[config.mk]
export PLATFORM = sky130hd
export DESIGN_NAME = mis_access_splitter
export DESIGN_NICKNAME = d
export VERILOG_FILES = /design/src/rtl/spl_pkg.sv /design/src/rtl/spl_lane_map.sv /design/src/rtl/spl_merge.sv /design/src/rtl/spl_seq.sv /design/src/rtl/mis_access_splitter.sv
export SDC_FILE = /design/constraint.sdc
export NUM_CORES = 1
export LEC_CHECK = 0
export BUFFER_PORTS_ARGS = -buffer_cell sky130_fd_sc_hd__buf_2
export CAP_MARGIN = 20
export CORE_UTILIZATION = 50
export CTS_CLUSTER_DIAMETER = 60
export DETAILED_ROUTE_END_ITERATION = 8
export HOLD_SLACK_MARGIN = 0.02
export PLACE_DENSITY = 0.79
export SYNTH_ARGS = -nofsm -noshare
export SYNTH_HDL_FRONTEND = slang
export SYNTH_SLANG_ARGS = --single-unit
[constraint.sdc]
create_clock -name clk -period 4.8 [get_ports clk]
set_input_delay 0.48 -clock clk [delete_from_list [all_inputs] [get_ports clk]]
set_output_delay 0.48 -clock clk [all_outputs]
set_load 0.1 [all_outputs]
[src/rtl/spl_pkg.sv]
package spl_pkg;

  localparam logic [1:0] SZ_BYTE = 2'd0;
  localparam logic [1:0] SZ_HALF = 2'd1;

  typedef enum logic [2:0] {
    PH_IDLE    = 3'd0,
    PH_REQ_LO  = 3'd1,
    PH_WAIT_LO = 3'd2,
    PH_REQ_HI  = 3'd3,
    PH_WAIT_HI = 3'd4
  } phase_e;

endpackage

[src/rtl/spl_lane_map.sv]
module spl_lane_map #(
  parameter int DATA_W = 32,
  localparam int LANES = DATA_W / 8,
  localparam int OFF_W = $clog2(LANES)
) (
  input  logic [OFF_W-1:0]  off_i,
  input  logic [1:0]        size_i,
  input  logic [DATA_W-1:0] wdata_i,
  output logic [LANES-1:0]  be_lo_o,
  output logic [LANES-1:0]  be_hi_o,
  output logic              split_o,
  output logic [DATA_W-1:0] wdata_lo_o,
  output logic [DATA_W-1:0] wdata_hi_o
);
  import spl_pkg::*;

  logic [OFF_W:0]          nbytes;
  logic [2*LANES-1:0]      span;
  logic [2*DATA_W-1:0]     wide;
  logic [OFF_W+1:0]        first;
  logic [OFF_W+1:0]        past_end;

  always_comb begin
    unique case (size_i)
      SZ_BYTE: nbytes = (OFF_W+1)'(1);
      SZ_HALF: nbytes = (OFF_W+1)'(2);
      default: nbytes = (OFF_W+1)'(LANES);
    endcase
  end

  assign first    = {2'b00, off_i};
  assign past_end = first + {1'b0, nbytes};

  // one flag per lane over the pair of adjacent words
  for (genvar g = 0; g < 2 * LANES; g++) begin : g_span
    assign span[g] = ((OFF_W+2)'(g) >= first) && ((OFF_W+2)'(g) < past_end);
  end

  assign be_lo_o = span[LANES-1:0];
  assign be_hi_o = span[2*LANES-1:LANES];
  assign split_o = |be_hi_o;

  assign wide       = {{DATA_W{1'b0}}, wdata_i} << {off_i, 3'b000};
  assign wdata_lo_o = wide[DATA_W-1:0];
  assign wdata_hi_o = wide[2*DATA_W-1:DATA_W];

endmodule

[src/rtl/spl_merge.sv]
module spl_merge #(
  parameter int DATA_W = 32,
  localparam int LANES = DATA_W / 8,
  localparam int OFF_W = $clog2(LANES)
) (
  input  logic [DATA_W-1:0] lo_i,
  input  logic [DATA_W-1:0] hi_i,
  input  logic [OFF_W-1:0]  off_i,
  input  logic [1:0]        size_i,
  input  logic              sext_i,
  output logic [DATA_W-1:0] rdata_o
);
  import spl_pkg::*;

  logic [DATA_W-1:0] raw;

  assign raw = DATA_W'({hi_i, lo_i} >> {off_i, 3'b000});

  always_comb begin
    unique case (size_i)
      SZ_BYTE: rdata_o = {{(DATA_W-8){sext_i & raw[7]}}, raw[7:0]};
      SZ_HALF: rdata_o = {{(DATA_W-16){sext_i & raw[15]}}, raw[15:0]};
      default: rdata_o = raw;
    endcase
  end

endmodule

[src/rtl/spl_seq.sv]
module spl_seq (
  input  logic clk,
  input  logic rst_n,
  input  logic start_i,
  input  logic split_i,
  input  logic gnt_i,
  input  logic rvalid_i,
  input  logic err_i,
  output logic ready_o,
  output logic issue_o,
  output logic hi_sel_o,
  output logic done_o,
  output logic capture_lo_o
);
  import spl_pkg::*;

  phase_e cur, nxt;

  always_comb begin
    nxt = cur;
    unique case (cur)
      PH_IDLE:    if (start_i)  nxt = PH_REQ_LO;
      PH_REQ_LO:  if (gnt_i)    nxt = PH_WAIT_LO;
      PH_WAIT_LO: if (rvalid_i) nxt = (err_i || !split_i) ? PH_IDLE : PH_REQ_HI;
      PH_REQ_HI:  if (gnt_i)    nxt = PH_WAIT_HI;
      PH_WAIT_HI: if (rvalid_i) nxt = PH_IDLE;
      default:                  nxt = PH_IDLE;
    endcase
  end

  always_ff @(posedge clk or negedge rst_n) begin
    if (!rst_n) cur <= PH_IDLE;
    else        cur <= nxt;
  end

  assign ready_o      = (cur == PH_IDLE);
  assign issue_o      = (cur == PH_REQ_LO) || (cur == PH_REQ_HI);
  assign hi_sel_o     = (cur == PH_REQ_HI) || (cur == PH_WAIT_HI);
  assign done_o       = rvalid_i && (((cur == PH_WAIT_LO) && (err_i || !split_i)) ||
                                     (cur == PH_WAIT_HI));
  assign capture_lo_o = rvalid_i && (cur == PH_WAIT_LO) && !err_i && split_i;

endmodule

[src/rtl/mis_access_splitter.sv]
module mis_access_splitter #(
  parameter int ADDR_W = 32,
  parameter int DATA_W = 32
) (
  input  logic                clk,
  input  logic                rst_n,
  input  logic                core_req_i,
  input  logic                core_we_i,
  input  logic [1:0]          core_size_i,
  input  logic                core_sext_i,
  input  logic [ADDR_W-1:0]   core_addr_i,
  input  logic [DATA_W-1:0]   core_wdata_i,
  output logic                core_ready_o,
  output logic                core_rvalid_o,
  output logic [DATA_W-1:0]   core_rdata_o,
  output logic                core_err_o,
  output logic [ADDR_W-1:0]   core_err_addr_o,
  output logic                bus_req_o,
  input  logic                bus_gnt_i,
  output logic [ADDR_W-1:0]   bus_addr_o,
  output logic                bus_we_o,
  output logic [DATA_W/8-1:0] bus_be_o,
  output logic [DATA_W-1:0]   bus_wdata_o,
  input  logic                bus_rvalid_i,
  input  logic [DATA_W-1:0]   bus_rdata_i,
  input  logic                bus_err_i
);
  localparam int LANES = DATA_W / 8;
  localparam int OFF_W = $clog2(LANES);

  logic              accept;
  logic [ADDR_W-1:0] addr_q;
  logic              we_q;
  logic [1:0]        size_q;
  logic              sext_q;
  logic [DATA_W-1:0] wdata_q;
  logic [DATA_W-1:0] lo_q;

  logic [LANES-1:0]  be_lo, be_hi;
  logic              split;
  logic [DATA_W-1:0] wd_lo, wd_hi;
  logic              hi_sel, done, cap_lo;
  logic [ADDR_W-1:0] word_lo, word_hi;
  logic [DATA_W-1:0] merge_lo, merge_hi;

  assign accept = core_req_i && core_ready_o;

  always_ff @(posedge clk or negedge rst_n) begin
    if (!rst_n) begin
      addr_q  <= '0;
      we_q    <= 1'b0;
      size_q  <= '0;
      sext_q  <= 1'b0;
      wdata_q <= '0;
      lo_q    <= '0;
    end else begin
      if (accept) begin
        addr_q  <= core_addr_i;
        we_q    <= core_we_i;
        size_q  <= core_size_i;
        sext_q  <= core_sext_i;
        wdata_q <= core_wdata_i;
      end
      if (cap_lo) lo_q <= bus_rdata_i;
    end
  end

  spl_lane_map #(.DATA_W(DATA_W)) u_lanes (
    .off_i      (addr_q[OFF_W-1:0]),
    .size_i     (size_q),
    .wdata_i    (wdata_q),
    .be_lo_o    (be_lo),
    .be_hi_o    (be_hi),
    .split_o    (split),
    .wdata_lo_o (wd_lo),
    .wdata_hi_o (wd_hi)
  );

  spl_seq u_seq (
    .clk          (clk),
    .rst_n        (rst_n),
    .start_i      (accept),
    .split_i      (split),
    .gnt_i        (bus_gnt_i),
    .rvalid_i     (bus_rvalid_i),
    .err_i        (bus_err_i),
    .ready_o      (core_ready_o),
    .issue_o      (bus_req_o),
    .hi_sel_o     (hi_sel),
    .done_o       (done),
    .capture_lo_o (cap_lo)
  );

  assign word_lo = {addr_q[ADDR_W-1:OFF_W], {OFF_W{1'b0}}};
  assign word_hi = word_lo + ADDR_W'(LANES);

  assign bus_addr_o  = hi_sel ? word_hi : word_lo;
  assign bus_be_o    = hi_sel ? be_hi   : be_lo;
  assign bus_wdata_o = hi_sel ? wd_hi   : wd_lo;
  assign bus_we_o    = we_q;

  // the upper word arrives live from the bus; the lower one was held
  assign merge_lo = hi_sel ? lo_q        : bus_rdata_i;
  assign merge_hi = hi_sel ? bus_rdata_i : '0;

  spl_merge #(.DATA_W(DATA_W)) u_merge (
    .lo_i    (merge_lo),
    .hi_i    (merge_hi),
    .off_i   (addr_q[OFF_W-1:0]),
    .size_i  (size_q),
    .sext_i  (sext_q),
    .rdata_o (core_rdata_o)
  );

  assign core_rvalid_o   = done;
  assign core_err_o      = done && bus_err_i;
  assign core_err_addr_o = addr_q;

endmodule

==> flow_metrics.env <==
export IMPL_run_status="completed"
export IMPL_post_cts_resize_count=0
export IMPL_n_fill_cell=1216
export IMPL_max_cap_viol_count=0
export IMPL_num_vias=6993
export IMPL_clock_fmax_mhz=242
export IMPL_slew_headroom_pct=29.2
export IMPL_grt_use_total_pct=28.4
export IMPL_drtIter0Drc=752
export IMPL_yosysTopAreaCellShare_pct=35.0
export IMPL_worst_setup_hold_path_clk_slew_ns=0.07
export IMPL_layout_nets=1065
export IMPL_die_w_um=123
export IMPL_post_route_drc_count=0
export IMPL_synth_top_cells_by_count="103 x sky130_fd_sc_hd__dfrtp_1, 99 x sky130_fd_sc_hd__mux2_2, 73 x sky130_fd_sc_hd__nand2_1"
export IMPL_timing_final_setup_violations=0
export IMPL_cts_max_path_buffers=2
export IMPL_grt_first_pass_wirelength_um=33300
export IMPL_floorplan_core_area_um2=14100
export IMPL_cts_htree_levels=3
export IMPL_worst_ep_required_time_ns=4.32
export IMPL_max_slew_worst_pin_slew_ns=1.06
export IMPL_worst_setup_path_type="reg -> out"
export IMPL_initial_antenna_violation_count=3
export IMPL_drive_above_1_share_pct=41.3
export IMPL_routed_via_density=6.11
export IMPL_die_height_um=123
export IMPL_share_of_the_clock_period_used_by_the_worst_path_after_layout_pct=86.1
export IMPL_clock_sinks=103
export IMPL_multiInputGateArea_um2=4430
export IMPL_finalCriticalPeriod_ns=4.13
export IMPL_dieArea_um2=15200
export IMPL_hpwlAfterDp_um=15400
export IMPL_hold_viol=0
export IMPL_rsz0062_at_grt="no"
export IMPL_async_flop_share_pct=100
export IMPL_worst_skew_pair_late_latency_ns=0.35
export IMPL_clk_root_buffer_cell="sky130_fd_sc_hd__clkbuf_16"
export IMPL_timing_final_max_slew_violations=0
export IMPL_final_tns_setup_ns=0
export IMPL_cts_buffers=9
export IMPL_dr_pass1_iters=7
export IMPL_synth_avg_cell_area_um2=9.78
export IMPL_std_cell_rows=43
export IMPL_kind_of_launch_point_of_the_worst_setup_path="flip-flop"
export IMPL_antenna_violating_nets_post_route=0
export IMPL_area_growth_from_synthesis_to_layout_pct=20.9
export IMPL_cts_tree="done"
export IMPL_worst_min_delay_path_category="in -> async"
export IMPL_wl_per_cell_um=19.0
export IMPL_synth_largest_area_cell="sky130_fd_sc_hd__dfrtp_1"
export IMPL_grt_pass1_vias=6631
export IMPL_worst_ep_arrival_time_ns=3.65
export IMPL_aggregate_global_routing_overflow=0
export IMPL_worst_path_max_fanout=24
export IMPL_seq_area_frac_synth_pct=35.0
export IMPL_yosys_cell_types_count=61
export IMPL_synth_edff_count=0
export IMPL_post_synth_main_area_contributors="sky130_fd_sc_hd__dfrtp_1 35%, sky130_fd_sc_hd__mux2_2 15%, sky130_fd_sc_hd__mux2i_1 5.0%, sky130_fd_sc_hd__mux4_2 4.3%, sky130_fd_sc_hd__nand2_1 3.7%"
export IMPL_synthCells=753
export IMPL_floorplan_io_pins=243
export IMPL_grt_max_degree=67
export IMPL_cts_hold_repair_buffers=0
export IMPL_initial_utilization_pct=52.2
export IMPL_clock_skew_after_layout_ns=0.00596
export IMPL_ys_ff_latch=103
export IMPL_route_final_wire_length_um=21800
export IMPL_gp_congestion=0.895
export IMPL_io_buffers=240
export IMPL_post_cts_repair_setup_buffers=0
export IMPL_crit_path_end_kind="output pin"
export IMPL_area_sequential_um2=2580
export IMPL_synth_most_common_cell="sky130_fd_sc_hd__dfrtp_1"
export IMPL_synth_main_ff_cell="sky130_fd_sc_hd__dfrtp_1"
export IMPL_post_synth_instance_area_um2=7360
export IMPL_synthesis_yosys_warnings=0
[per-layer routing]
metal / wire length, µm / part of all wire [%] / vias to the layer above / global-route usage, %
met2: 10500 / 48 / 365 / 46.3
met1: 8930 / 41 / 3382 / 36.7
met5: 0 / 0 / - / 0
met4: 456 / 2.1 / 0 / 12.1
met3: 1870 / 8.6 / 42 / 5.72
li1: - / - / 3204 / -
[area by class of cell]
cell class                 count  share of cell area [%]
multi-input combinational    575                    49.8
sequential                   103                    29.0
inverter                      12                   0.506
tap                          180                    2.53
clock buffer                  15                    3.23
timing repair buffer         254                    14.7
clock inverter                 1                  0.0984
antenna                        4                   0.112
[layout by cell type (no fill, tap or decap), types with 11 or more instances in the layout]
cell / instances
sky130_fd_sc_hd__buf_2: 239
sky130_fd_sc_hd__dfrtp_1: 101
sky130_fd_sc_hd__mux2_2: 99
sky130_fd_sc_hd__nand2_1: 73
sky130_fd_sc_hd__nand3_1: 40
sky130_fd_sc_hd__mux2i_1: 37
sky130_fd_sc_hd__o21ai_0: 36
sky130_fd_sc_hd__nor3_1: 35
sky130_fd_sc_hd__o211ai_1: 25
sky130_fd_sc_hd__nor2_1: 21
sky130_fd_sc_hd__a21oi_1: 20
sky130_fd_sc_hd__and3_1: 17
sky130_fd_sc_hd__a21o_1: 16
sky130_fd_sc_hd__xnor2_1: 16
sky130_fd_sc_hd__xor2_1: 15
sky130_fd_sc_hd__buf_4: 15
sky130_fd_sc_hd__mux4_2: 14
sky130_fd_sc_hd__inv_1: 11
sky130_fd_sc_hd__o31ai_1: 11
[worst paths after layout]
kind                            slack (ns)                   to            start  depth (start not counted)
worst max-delay path                  0.67     core_rdata_o[12]     u_seq.cur[0]                          6
worst min register to register        0.51             lo_q[31]         lo_q[31]                          1
worst max register to register        1.21              lo_q[1]        size_q[1]                         10
worst min-delay path                  0.23             lo_q[12]            rst_n                          1
max in group asynchronous             3.44   core_err_addr_o[1]            rst_n                          2
min in group clk                      0.33  core_err_addr_o[27]  core_addr_i[27]                          3
[registers in the layout (all words and copies together) (netlist names)]
name,flops
u_seq.cur,3
bus_we_o,1
size_q,2
lo_q,32
wdata_q,32
sext_q,1
core_err_addr_o,32
[critical path, stage by stage (launching register included)]
cell	delay [ns]
sky130_fd_sc_hd__dfrtp_1	0.59
sky130_fd_sc_hd__or3b_1	0.72
sky130_fd_sc_hd__a21oi_1	0.27
sky130_fd_sc_hd__or3_1	0.39
sky130_fd_sc_hd__a211o_1	0.59
sky130_fd_sc_hd__o211ai_1	0.25
sky130_fd_sc_hd__buf_2	0.47
[cells by family after synthesis]
kind of cell	synth area share (%)
other cells	0.0509
fa+ha+maj	1.05
simple gates	15.2
compound gates	15.6
flops	35.0
buf+inv	4.95
mux	24.5
xor+xnor	3.69
[through the flow]
| step | hold WS, ns | instances | util [%] | setup WS [ns] | instance area [µm²] |
|---|---|---|---|---|---|
| finish | 0.231 | 1144 | 63.1 | 0.669 | 8900 |
| global route | 0.298 | 1143 | 63.1 | 0.515 | 8900 |
| CTS | 0.277 | 1140 | 63.1 | 0.748 | 8890 |
| detailed placement | 0.496 | 1124 | 61.0 | 1.13 | 8590 |
| global placement | 0.484 | 1124 | 61.0 | 1.10 | 8590 |
| floorplan | 0.184 | 754 | - | 0.0798 | 7370 |
Power is not shown: default switching activity piles up to over one toggle a cycle in this logic, so the estimate is an artifact.
